===== config.mk =====
export PLATFORM = sky130hd
export DESIGN_NAME = bfu_field_unit
export DESIGN_NICKNAME = d
export VERILOG_FILES = /design/src/rtl/bfu_pkg.sv /design/src/rtl/bfu_ctl_gen.sv /design/src/rtl/bfu_rotator.sv /design/src/rtl/bfu_mask_gen.sv /design/src/rtl/bfu_field_unit.sv
export SDC_FILE = /design/constraint.sdc
export NUM_CORES = 1
export LEC_CHECK = 0
export ABC_AREA = 0
export CORE_ASPECT_RATIO = 1.75
export CORE_MARGIN = 2
export CORE_UTILIZATION = 45
export CTS_CLUSTER_DIAMETER = 100
export CTS_CLUSTER_SIZE = 40
export DETAILED_ROUTE_END_ITERATION = 7
export GPL_ROUTABILITY_DRIVEN = 1
export MAX_ROUTING_LAYER = met4
export PLACE_DENSITY = 0.69
export SETUP_SLACK_MARGIN = 0.5
export SLEW_MARGIN = 10
export SYNTH_ARGS = -nofsm -noshare
export SYNTH_HDL_FRONTEND = slang
export SYNTH_SLANG_ARGS = --single-unit

===== constraint.sdc =====
create_clock -name clk_i -period 1 [get_ports clk_i]
set_input_delay 0.25 -clock clk_i [delete_from_list [all_inputs] [get_ports clk_i]]
set_output_delay 0.25 -clock clk_i [all_outputs]
set_load 0.005 [all_outputs]

===== src/rtl/bfu_pkg.sv =====
package bfu_pkg;
  typedef enum logic {
    OP_EXTRACT = 1'b0,
    OP_INSERT  = 1'b1
  } bfu_op_e;
endpackage


===== src/rtl/bfu_ctl_gen.sv =====
// Shift-control word generator: rotate count, upper-mask count, lower-mask count
module bfu_ctl_gen
  import bfu_pkg::*;
#(
  parameter int unsigned DATA_W = 16,
  localparam int unsigned CNT_W = $clog2(DATA_W),
  localparam int unsigned EXT_W = CNT_W + 2
) (
  input  bfu_op_e            op_i,
  input  logic [2*CNT_W-1:0] ctrl_i,
  output logic [CNT_W-1:0]   rot_o,
  output logic [CNT_W-1:0]   lcnt_o,
  output logic [CNT_W-1:0]   rcnt_o
);
  logic [CNT_W-1:0] shift;
  logic [CNT_W-1:0] wid_code;
  logic [EXT_W-1:0] wid_eff;
  logic [EXT_W-1:0] span;
  logic [EXT_W-1:0] ext_l;
  logic [EXT_W-1:0] ins_l;

  assign shift    = ctrl_i[CNT_W-1:0];
  assign wid_code = ctrl_i[2*CNT_W-1:CNT_W];
  assign wid_eff  = (wid_code == '0) ? EXT_W'(DATA_W) : EXT_W'(wid_code);
  assign span     = wid_eff + EXT_W'(shift);
  assign ext_l    = EXT_W'(DATA_W) - wid_eff;
  // saturate: field truncated at the top of the word
  assign ins_l    = (span >= EXT_W'(DATA_W)) ? '0 : (EXT_W'(DATA_W) - span);

  always_comb begin
    if (op_i == OP_EXTRACT) begin
      rot_o  = CNT_W'(EXT_W'(DATA_W) - EXT_W'(shift));
      lcnt_o = ext_l[CNT_W-1:0];
      rcnt_o = '0;
    end else begin
      rot_o  = shift;
      lcnt_o = ins_l[CNT_W-1:0];
      rcnt_o = shift;
    end
  end

  // insert masks never overlap past the word
  always_comb begin
    if (op_i == OP_INSERT)
      a_r6_mask_fit: assert ((EXT_W'(lcnt_o) + EXT_W'(rcnt_o)) <= EXT_W'(DATA_W));
  end
endmodule


===== src/rtl/bfu_rotator.sv =====
// Logarithmic left rotator
module bfu_rotator #(
  parameter int unsigned DATA_W = 16,
  localparam int unsigned CNT_W = $clog2(DATA_W)
) (
  input  logic [DATA_W-1:0] data_i,
  input  logic [CNT_W-1:0]  amt_i,
  output logic [DATA_W-1:0] data_o
);
  logic [DATA_W-1:0] stage [CNT_W+1];

  assign stage[0] = data_i;

  for (genvar k = 0; k < CNT_W; k++) begin : g_stage
    localparam int unsigned R = 1 << k;
    logic [DATA_W-1:0] rotd;
    assign rotd = {stage[k][DATA_W-1-R:0], stage[k][DATA_W-1:DATA_W-R]};
    assign stage[k+1] = amt_i[k] ? rotd : stage[k];
  end

  assign data_o = stage[CNT_W];
endmodule


===== src/rtl/bfu_mask_gen.sv =====
// Field mask: clears upper lcnt bits and lower rcnt bits
module bfu_mask_gen #(
  parameter int unsigned DATA_W = 16,
  localparam int unsigned CNT_W = $clog2(DATA_W)
) (
  input  logic [CNT_W-1:0]  lcnt_i,
  input  logic [CNT_W-1:0]  rcnt_i,
  output logic [DATA_W-1:0] mask_o
);
  logic [CNT_W:0] hi_lim;

  assign hi_lim = (CNT_W+1)'(DATA_W) - {1'b0, lcnt_i};

  for (genvar i = 0; i < DATA_W; i++) begin : g_bit
    assign mask_o[i] = ((CNT_W+1)'(i) < hi_lim) && ((CNT_W+1)'(i) >= {1'b0, rcnt_i});
  end
endmodule


===== src/rtl/bfu_field_unit.sv =====
module bfu_field_unit
  import bfu_pkg::*;
#(
  parameter int unsigned DATA_W = 16,
  localparam int unsigned CNT_W = $clog2(DATA_W)
) (
  input  logic              clk_i,
  input  logic              rst_ni,
  input  logic              start_i,
  input  logic              op_i,
  input  logic [2*CNT_W-1:0] ctrl_i,
  input  logic [DATA_W-1:0] a_i,
  input  logic [DATA_W-1:0] b_i,
  output logic [DATA_W-1:0] result_o,
  output logic              done_o
);
  bfu_op_e           op;
  logic [CNT_W-1:0]  rot_amt, lcnt, rcnt;
  logic [DATA_W-1:0] rot_in, rot_out, fmask, merged;

  assign op = bfu_op_e'(op_i);

  bfu_ctl_gen #(.DATA_W(DATA_W)) u_ctl (
    .op_i   (op),
    .ctrl_i (ctrl_i),
    .rot_o  (rot_amt),
    .lcnt_o (lcnt),
    .rcnt_o (rcnt)
  );

  assign rot_in = (op == OP_EXTRACT) ? a_i : b_i;

  bfu_rotator #(.DATA_W(DATA_W)) u_rot (
    .data_i (rot_in),
    .amt_i  (rot_amt),
    .data_o (rot_out)
  );

  bfu_mask_gen #(.DATA_W(DATA_W)) u_mask (
    .lcnt_i (lcnt),
    .rcnt_i (rcnt),
    .mask_o (fmask)
  );

  always_comb begin
    if (op == OP_EXTRACT) merged = rot_out & fmask;
    else                  merged = (a_i & ~fmask) | (rot_out & fmask);
  end

  always_ff @(posedge clk_i or negedge rst_ni) begin
    if (!rst_ni) begin
      result_o <= '0;
      done_o   <= 1'b0;
    end else begin
      done_o <= start_i;
      if (start_i) result_o <= merged;
    end
  end

  a_r3_done_after_start: assert property (@(posedge clk_i) disable iff (!rst_ni)
    start_i |=> done_o);
  a_r3_no_spurious_done: assert property (@(posedge clk_i) disable iff (!rst_ni)
    !start_i |=> !done_o);
  a_r9_result_hold: assert property (@(posedge clk_i) disable iff (!rst_ni)
    !start_i |=> $stable(result_o));
  a_r4_outside_kept: assert property (@(posedge clk_i) disable iff (!rst_ni)
    (start_i && op_i) |-> (((merged ^ a_i) & ~fmask) == '0));
  a_r2_upper_clear: assert property (@(posedge clk_i) disable iff (!rst_ni)
    (start_i && !op_i && ctrl_i[2*CNT_W-1:CNT_W] != '0)
      |-> ((merged >> ctrl_i[2*CNT_W-1:CNT_W]) == '0));
endmodule


# == Word-level counts from Yosys, hierarchy flattened ==
# Cells that the tools add are included.
# W data, S select, Z words.
# totals
reg_bits,17
latchBits,0
mem_bits_rw,0
rom_bits,0
input_bits,44
n_memories,0
# op_classes
n_addsub,5
mul,0
n_div,0
n_lt_le_gt_ge,32
n_eq_ne,0
n_shift,0
mux,11
n_bitwise,4
n_reduce_logical,16
# ops
operator,count
$mux W16,6
$lt A4 B5 Y1 const A,8
$and A16 B16 Y16,2
$ge A4 B4 Y1 const A,7
$lt A3 B5 Y1 const A,4
$ge A3 B4 Y1 const A,4
$mux W4,4
$not A16 Y16,1
$or A16 B16 Y16,1
$logic_and A1 B1 Y1,15
$sub A1 B4 Y4 const A,3
$lt A1 B5 Y1 const A,2
$lt A2 B5 Y1 const A,2
$ge A1 B4 Y1 const A,2
$ge A2 B4 Y1 const A,2
$add A5 B4 Y6,1
$ge A6 B5 Y1 const B,1
$mux W5,1
$sub A5 B4 Y5 const A,1
$logic_not A4 Y1,1

# == Logic depth before layout (Yosys ltp) ==
# Gate-level depths: netlist of the first run.
# depth
ltp_word,13
ltp_mapped,19

# == By module ==
# A second synthesis of the first run with hierarchy kept.
# hier_totals
cells_unflattened,278
area_unflattened_um2,2800.2
# by_module_without_submodules
module,instances,cells_each,area_each_um2,seq_area_each_um2
bfu_field_unit,1,104,1069.8,425.4
bfu_rotator,1,40,830.8,0.0
bfu_mask_gen,1,78,491.7,0.0
bfu_ctl_gen,1,56,407.9,0.0

# == Worst setup path after synthesis of the first run ==
# No wires, ideal clock.
# synth_path
kind,input -> register
startpoint,in ctrl_i[4]
endpoint,reg result_o[8]
setup_ps,126
arrival_ps,3637
required_ps,874
path_slack_ps,-2763
path_stages,18
path_buffers,1
path_cell_list,inv_1 > ha_1 > nor3b_2 > nor2_1 > ha_1 > inv_1 > fa_1 > and2b_1 > and4_1 > a21oi_1 > o21ai_0 > inv_1 > ha_1 > clkbuf_1 > a311o_1 > a21oi_1 > a211oi_1 > a311o_1
# synth_via
elab_chain_cells,13
# synth_rtl
item,line_no,rtl
from (decl),bfu_field_unit.sv:11,"input logic [2*CNT_W-1:0] ctrl_i,"
$logic_not A4 Y1,bfu_ctl_gen.sv:24,assign wid_eff = (wid_code == '0) ? EXT_W'(DATA_W) : EXT_W'(wid_code);
$mux W5 *,bfu_ctl_gen.sv:24,
$add A5 B4 Y6,bfu_ctl_gen.sv:25,assign span = wid_eff + EXT_W'(shift);
$ge A6 B5 Y1 / $sub A1 B4 Y4 (equally long branches),bfu_ctl_gen.sv:28,assign ins_l = (span >= EXT_W'(DATA_W)) ? '0 : (EXT_W'(DATA_W) - span);
$mux W4,bfu_ctl_gen.sv:28,
$mux W4 *,bfu_ctl_gen.sv:31,if (op_i == OP_EXTRACT) begin
$sub A5 B4 Y5 *,bfu_mask_gen.sv:12,"assign hi_lim = (CNT_W+1)'(DATA_W) - {1'b0, lcnt_i};"
$lt A4 B5 Y1 *,bfu_mask_gen.sv:15,"assign mask_o[i] = ((CNT_W+1)'(i) < hi_lim) && ((CNT_W+1)'(i) >= {1'b0, rcnt_i});"
$logic_and A1 B1 Y1 *,bfu_mask_gen.sv:15,
$not A16 Y16,bfu_field_unit.sv:47,else merged = (a_i & ~fmask) | (rot_out & fmask);
$and A16 B16 Y16,bfu_field_unit.sv:47,
$or A16 B16 Y16,bfu_field_unit.sv:47,
$mux W16 *,bfu_field_unit.sv:46,if (op == OP_EXTRACT) merged = rot_out & fmask;
to (signal assigned),bfu_field_unit.sv:56,if (start_i) result_o <= merged;
to (decl),bfu_field_unit.sv:14,"output logic [DATA_W-1:0] result_o,"
# Mark *: on every way between the ends. The rest lies on a longest branch, timed or not.
# A chain may end at the register's enable or synchronous reset.

# == Worst setup path after layout of the first run ==
# layout_path
startpoint,in ctrl_i[5]
endpoint,reg result_o[5]
# layout_via
elab_chain_cells,13
# layout_rtl
item,line_no
$logic_not A4 Y1,bfu_ctl_gen.sv:24
$mux W5 *,bfu_ctl_gen.sv:24
$add A5 B4 Y6,bfu_ctl_gen.sv:25
$ge A6 B5 Y1 / $sub A1 B4 Y4 (equally long branches),bfu_ctl_gen.sv:28
$mux W4,bfu_ctl_gen.sv:28
$mux W4 *,bfu_ctl_gen.sv:31
$sub A5 B4 Y5 *,bfu_mask_gen.sv:12
$lt A3 B5 Y1 *,bfu_mask_gen.sv:15
$logic_and A1 B1 Y1 *,bfu_mask_gen.sv:15
$not A16 Y16,bfu_field_unit.sv:47
$and A16 B16 Y16,bfu_field_unit.sv:47
$or A16 B16 Y16,bfu_field_unit.sv:47
$mux W16 *,bfu_field_unit.sv:46
# Marked as above.

==> impl_results.md, run 1 <==
* Number of endpoints with negative hold slack in the final report at 0
* Syn Inst Count at 337
* Number of cell rows at 39
* Number of top-level pins at 61
* Power density over the cells at 1180 mW/mm2
* Count of flip-flops with a built-in enable after synthesis at 0
* Core ar. at 0.00644 mm2
* Data required, critical path at 1160 ps
* Worst-path clk slew at 50 ps
* Final cell count without fillers at 609
* Number of slew-limit violations in the final report at 0
* Top FF cell, synth: dfrtp_1
* Later-pin clock latency in the skew report at 250 ps
* Max Root-Sink Buffers at 2
* Number of antenna violations at the first check in global routing at 0
* Endpoint kind of the worst setup timing path: flop
* DRC at 0
* Crit path kind: primary input to flop
* Final weighted congestion of routability-driven global placement at 0.983
* Sequential area share after synthesis at 14.4%
* R2R Path End: result_o[8]
* Leak at 2.28 nW
* Minimum clock period at 3260 ps
* Total global-route track usage at 36.8%
* Period utilization at 326%
* Area share of the leading cell type in the synthesized netlist at 14.5%
* Synth warnings at 0
* Slew @ Worst Pin at 753 ps
* Outcome: finished, violations left
* PnR worst setup slack at -2260 ps
* Post-route total power at 6.25 mW
* Number of distinct library cell variants in the gate-level netlist after synthesis at 71
* Final clock skew at 0 ps
* Largest net degree at the start of global routing at 22
* Hold WC Path Type: primary input to async pin
* Final WL at 13100 um
* FMAX at 307 MHz
* Worst IR Drop VDD at 0.000950 V
* TritonCTS clock tree: done
* Ys async rst share at 100%
* Netlist area before placement at 0.00296 mm2
* Vias per Instance at 6.17
* Maximum Capacitance Violations at 0
* Worst path arrival time at 3420 ps
* Violated checks: setup timing
* Net count after synthesis at 390
* Number of vias in the routed layout at 3758
* Initial Utilization at 45.9%
* DP Wirelength at 10100 um
* Slack of the worst reg-to-reg path at 70 ps
* Cell type with the highest aggregate area in the netlist: mux4_2
* 1st-iter DRT viols at 318
* Die Ht at 111 um
* Syn Area/Cell at 8.78 um2
* Share of final-layout standard cells stronger than drive strength 1 at 54.1%
* First-pass GRT wire length at 19900 um
* Routed wire per std cell at 21.5 um
* TritonCTS Sinks at 17
* Area delta synth->final at 78.3%
* Dominant cells by area after synthesis: mux4_2 14%, dfrtp_1 14%, mux2i_1 8.5%, mux2_2 5.7%, ha_1 3.4%
* Maximum net fanout on the critical path at 6
* Total clock buffers created by CTS at 3
* Flip-flop and latch count after synthesis at 17
* Number of setup violations in the final report at 27
* Total gr overflow at 0
* CTS Root Buffer Type: clkbuf_16
* Die ar. at 0.00727 mm2
* Cell total after placement at 579
* Antenna cell count at 0
* Final Net Count at 581
* Worst r2r src: result_o[8]
* Reg2Reg Depth at 2
* Setup repair after global routing missed its margin: yes
* First drt pass iteration count at 4
* Width of the chip at 65.3 um
* Crit path launch type: primary input
* H-tree depth at 1
* Number of global-route vias before repair at 3961
* Rel. slew slack at 49.5%
* DRT antenna net count at 0
* Input/output buffers at 60
==> how the worst max path moves through the flow <==
stage                   start           end  slack (ps)  cells past startpoint
finish              ctrl_i[5]   result_o[5]       -2260                     22
CTS                 ctrl_i[5]  result_o[14]       -2260                     18
floorplan           ctrl_i[5]   result_o[8]       -2390                     18
detailed placement  ctrl_i[5]  result_o[14]       -3110                     18
global placement    ctrl_i[5]  result_o[14]       -3050                     18
global route        ctrl_i[5]  result_o[14]       -2370                     18
==> where the power goes <==
| part | internal [mW] | switching (mW) | total (mW) | leakage [nW] |
|---|---|---|---|---|
| combinational | 2.38 | 2.12 | 4.50 | 2.03 |
| sequential | 0.842 | 0.0836 | 0.925 | 0.209 |
| clock | 0.536 | 0.285 | 0.821 | 0.0409 |
| total | 3.76 | 2.49 | 6.25 | 2.28 |
==> layout by cell type, fill, tap and decap left out, types with 7 or more instances in the layout <==
| master | n |
|---|---|
| inv_1 | 14 |
| clkdlybuf4s50_1 | 36 |
| buf_6 | 16 |
| buf_4 | 126 |
| dfrtp_1 | 17 |
| o21ai_0 | 7 |
| buf_12 | 8 |
| mux4_2 | 19 |
| mux2_2 | 15 |
| nor2_1 | 24 |
| nand2_1 | 23 |
| buf_2 | 18 |
| nand3_1 | 9 |
| mux2i_1 | 25 |
==> stage by stage <==
stage          utilization [%]  setup slack, ps  setup TNS (ps)  hold WS (ps)  cell area (um2)
3_5_place_dp              73.2            -3110          -49640           508             4720
2_1_floorplan                -            -2390          -35280         -45.6             3180
5_1_grt                   81.9            -2370          -36620           351             5280
3_3_place_gp              73.2            -3050          -48610           486             4720
6_report                  81.9            -2260          -34480           347             5280
4_1_cts                   79.0            -2260          -34360           348             5090
==> synthesized netlist by cell type (4+ instances only) <==
| cell type | number |
|---|---|
| dfrtp_1 | 17 |
| buf_2 | 6 |
| and3_1 | 5 |
| nand3_1 | 9 |
| a21o_1 | 7 |
| ha_1 | 8 |
| mux4_2 | 19 |
| xnor2_1 | 5 |
| nor3_1 | 5 |
| or3_1 | 4 |
| mux2_2 | 15 |
| clkbuf_1 | 12 |
| buf_6 | 4 |
| o31ai_1 | 5 |
| mux2i_1 | 25 |
| o21ai_0 | 13 |
| o21a_1 | 6 |
| o221ai_1 | 11 |
| nand2_1 | 25 |
| a21oi_1 | 14 |
| a31oi_1 | 4 |
| inv_1 | 19 |
| nor2_1 | 26 |
==> per-layer routing <==
layer	vias to the layer above	GRT usage (%)	wire length, um
li1	1711	-	-
met1	1847	35.8	4380
met2	144	69.5	7390
met3	56	2.13	438
met4	0	19.6	875
met5	-	-	0
==> final cells by class <==
| class | count | area (um2) |
|---|---|---|
| sequential | 17 | 425 |
| clock buffer | 3 | 75.1 |
| inverter | 20 | 97.6 |
| timing repair buffer | 209 | 1790 |
| clock inverter | 1 | 5.00 |
| multi-input combinational | 277 | 2780 |
| fill | 433 | 1160 |
| tap | 82 | 103 |
==> kinds of logic after synthesis <==
| group | after synthesis | share of synthesized area (%) |
|---|---|---|
| AOI/OAI and AO/OA | 101 | 25.5 |
| and+or+nand+nor | 98 | 16.7 |
| muxes | 61 | 29.9 |
| buffers and inverters | 43 | 6.85 |
| DFF | 17 | 14.4 |
| adders and majority gates | 10 | 4.44 |
| xor gates and xnor gates | 7 | 2.33 |
==> critical path: stages <==
cell	delay (ps)
buf_12	90
inv_12	30
ha_4	140
nor3b_4	150
nor2_2	100
ha_2	190
inv_2	40
fa_2	340
and2b_2	270
and4_4	270
a21oi_4	40
o21ai_2	150
inv_2	70
ha_4	180
buf_6	120
buf_6	130
nor2b_2	150
nand2_1	80
a311oi_2	240
a221oi_2	80
and3_1	160
o221ai_1	150
==> state kept, by name, summed over array words and instances (netlist names) <==
signal,count
result_o,16
done_o,1
==> timing repair <==
item	CTS	global route
hold buffers	0	0
buffers inserted	17	9
resized for setup	131	28
pin swaps	32	24
endpoints found under the setup margin	34	33
Note: power is estimated with default switching activity, not from simulation.
==> inputs of run 2 (changes only) <==
--- a/config.mk
+++ b/config.mk
@@ -14,9 +14,9 @@
 export DETAILED_ROUTE_END_ITERATION = 7
 export GPL_ROUTABILITY_DRIVEN = 1
 export MAX_ROUTING_LAYER = met4
-export PLACE_DENSITY = 0.69
+export PLACE_DENSITY = 0.71
 export SETUP_SLACK_MARGIN = 0.5
-export SLEW_MARGIN = 10
+export SLEW_MARGIN = 15
 export SYNTH_ARGS = -nofsm -noshare
 export SYNTH_HDL_FRONTEND = slang
 export SYNTH_SLANG_ARGS = --single-unit
==> impl_results.md, run 2 (synthesized netlist as in run 1, its figures left out) <==
* Outcome: finished, violations left
* Violated checks: setup timing
* Most common library cell in the layout ignoring fill and taps: buf_4
* Final Net Count at 572 (-1.5%)
* FMAX at 301 MHz (-1.8%)
* Vias per Instance at 6.09 (-1.3%)
* Cell breakdown of the critical path: buf_8, inv_8, ha_4, nor3b_4, nor2_1, ha_2, inv_2, fa_2, and2b_2, o21ai_4, a21oi_4, o21ai_2, buf_4, buf_4, buf_4, buf_4, buf_4, buf_4, nor3_1, a211oi_2, a311o_1
* DP Wirelength at 9910 um (-1.9%)
* Number of vias in the routed layout at 3654 (-2.8%)
* First drt pass iteration count at 4 (unchanged)
* DRT antenna net count at 0 (unchanged)
* Largest stage delay, worst path at 340 ps (about the same)
* Total global-route track usage at 36.9% (+0.080 points)
* Cell seen most often among critical-path stages: buf_4
* Number of endpoints with negative hold slack in the final report at 0 (unchanged)
* Largest Register: result_o
* Area delta synth->final at 72.4%
* Later-pin clock latency in the skew report at 250 ps (about the same)
* Largest register FFs at 16 (unchanged)
* Routed wire per std cell at 21.1 um (-2.0%)
* Worst IR Drop VDD at 0.000972 V (+2.2%)
* Largest registers ranked by flip-flop count: result_o x16, done_o x1
* Input/output buffers at 60 (unchanged)
* H-tree depth at 1 (unchanged)
* Final clock skew at 0 ps (unchanged)
* Number of global-route vias before repair at 3977 (+0.40%)
* Max Root-Sink Buffers at 2 (unchanged)
* Rel. slew slack at 67.1% (+18 points)
* Number of antenna violations at the first check in global routing at 0 (unchanged)
* Worst slack on hold paths at 337 ps (-9.86 ps)
* Worst path arrival time at 3460 ps (+40 ps)
* Met1 usage at 34.8% (-0.91 points)
* TritonCTS clock tree: done
* Initial Utilization at 45.9% (unchanged)
* 1st-iter DRT viols at 280 (-12%)
* Number of cell rows at 39 (unchanged)
* Total buffers and inverters traversed by the critical path at 9 (+3)
* TritonCTS Sinks at 17 (unchanged)
* Logic depth of the worst path, buffers included at 21 (-4.5%)
* Total of hold buffers inserted after clock tree synthesis at 0 (unchanged)
* Slew @ Worst Pin at 492 ps (-262 ps)
* Post-route total power at 6.00 mW (-4.0%)
* Setup repair after global routing missed its margin: yes
* Share of final-layout standard cells stronger than drive strength 1 at 51.4% (-2.7 points)
* Busiest metal layer after global routing: met2
* Total clock buffers created by CTS at 3 (unchanged)
* PnR worst setup slack at -2320 ps (-59.7 ps)
* Largest net degree at the start of global routing at 21 (-4.5%)
* Maximum net fanout on the critical path at 3 (-3)
* Antenna cell count at 0 (unchanged)
* Die Ht at 111 um (unchanged)
* Layout filler cell count at 477 (+10%)
* DRC at 0 (unchanged)
* Met3 global-route usage at 2.44% (+0.30 points)
* Core ar. at 0.00644 mm2 (unchanged)
* Met2 track utilization from global routing at 68.0% (-1.6 points)
* Worst-path clk slew at 60 ps (about the same)
* Maximum Capacitance Violations at 0 (unchanged)
* Master of the slowest instance on the critical path: fa_2
* Width of the chip at 65.3 um (unchanged)
* CP top delay family: buffers and inverters
* Hold WC Path Type: primary input to async pin
* Top library cells by usage in the layout, fill and taps aside: 130 x buf_4, 37 x clkdlybuf4s50_1, 26 x nor2_1
* Setup slack at placement at -3120 ps (-5.98 ps)
* Number of slew-limit violations in the final report at 0 (unchanged)
* Data required, critical path at 1140 ps (-20 ps)
* Die ar. at 0.00727 mm2 (unchanged)
* Final WL at 12600 um (-3.4%)
* Total gr overflow at 0 (unchanged)
* Cell total after placement at 566 (-2.2%)
* Crit path kind: primary input to flop
* Final weighted congestion of routability-driven global placement at 0.944 (-4.0%)
* Power density over the cells at 1180 mW/mm2 (-0.71%)
* Period utilization at 332% (+6.0 points)
* First-pass GRT wire length at 19800 um (-0.24%)
* Endpoint kind of the worst setup timing path: flop
* CTS Root Buffer Type: clkbuf_16
* Leak at 2.21 nW (-3.2%)
* Number of top-level pins at 61 (unchanged)
* Number of setup violations in the final report at 25 (-7.4%)
* Reg2Reg Depth at 3 (+1)
* Final cell count without fillers at 600 (-1.5%)
* Crit path launch type: primary input
* Minimum clock period at 3320 ps (+59.7 ps)
-- run 2: cell types whose count changed in the layout (fill, tap and decap cells not counted), moves of 2 or more --
cell             delta
buf_4               +4
clkdlybuf4s15_1     -2
a21oi_2             -2
buf_6              -12
nor2_2              -2
nor2_1              +2
buf_12              -3
a21oi_1             +2
-- run 2: layout make-up --
class	count	area, um2	area share [%]
inverter	20	97.6	1.91
timing repair buffer	200	1660	32.6
clock buffer	3	75.1	1.47
sequential	17	425	8.34
tap	82	103	2.01
multi-input combinational	277	2730	53.6
clock inverter	1	5.00	0.0981
-- run 2: worst paths after layout --
kind	startpoint	to	slack (ps)
setup / recovery	ctrl_i[4]	result_o[8]	-2320
hold / removal	rst_ni	result_o[7]	340
setup reg to reg	result_o[3]	result_o[3]	90
hold reg to reg	result_o[7]	result_o[7]	570
max in group asynchronous	rst_ni	result_o[4]	520
min in group clk_i	start_i	done_o	340
-- run 2: metal layers --
layer / vias to the layer above / part of all wire [%]
met4: 0 / 8.3
met2: 126 / 55
met5: - / 0
li1: 1687 / -
met1: 1775 / 34
met3: 66 / 2.5
-- run 2: report_power, final --
part           total (mW)  switching, mW  internal [mW]  leakage [nW]
Clock               0.839          0.303          0.537        0.0409
Combinational        4.24           2.02           2.22          1.96
Sequential          0.921         0.0793          0.841         0.209
-- run 2: repair_timing --
action / in CTS / in global routing
pin swaps: 29 / 15
gates resized for setup: 130 / 10
setup endpoints to repair: 34 / 33
buffers inserted: 23 / 5
endpoints found under the hold margin: 0 / 0
cloned: 2 / 0
-- run 2: through the flow --
stage,area [um2],util (%),setup TNS [ps]
2_1_floorplan,3180,-,-35280
4_1_cts,5000,77.6,-34810
5_1_grt,5100,79.2,-37470
3_5_place_dp,4590,71.3,-50200
3_3_place_gp,4590,71.3,-49070
6_report,5100,79.2,-35530
==> inputs of run 3 (changes only) <==
--- a/config.mk
+++ b/config.mk
@@ -16,7 +16,6 @@
 export MAX_ROUTING_LAYER = met4
 export PLACE_DENSITY = 0.71
 export SETUP_SLACK_MARGIN = 0.5
-export SLEW_MARGIN = 15
 export SYNTH_ARGS = -nofsm -noshare
 export SYNTH_HDL_FRONTEND = slang
 export SYNTH_SLANG_ARGS = --single-unit
==> results of run 3 <==
No change in the layout: final DEF, timing and power equal those of run 2.
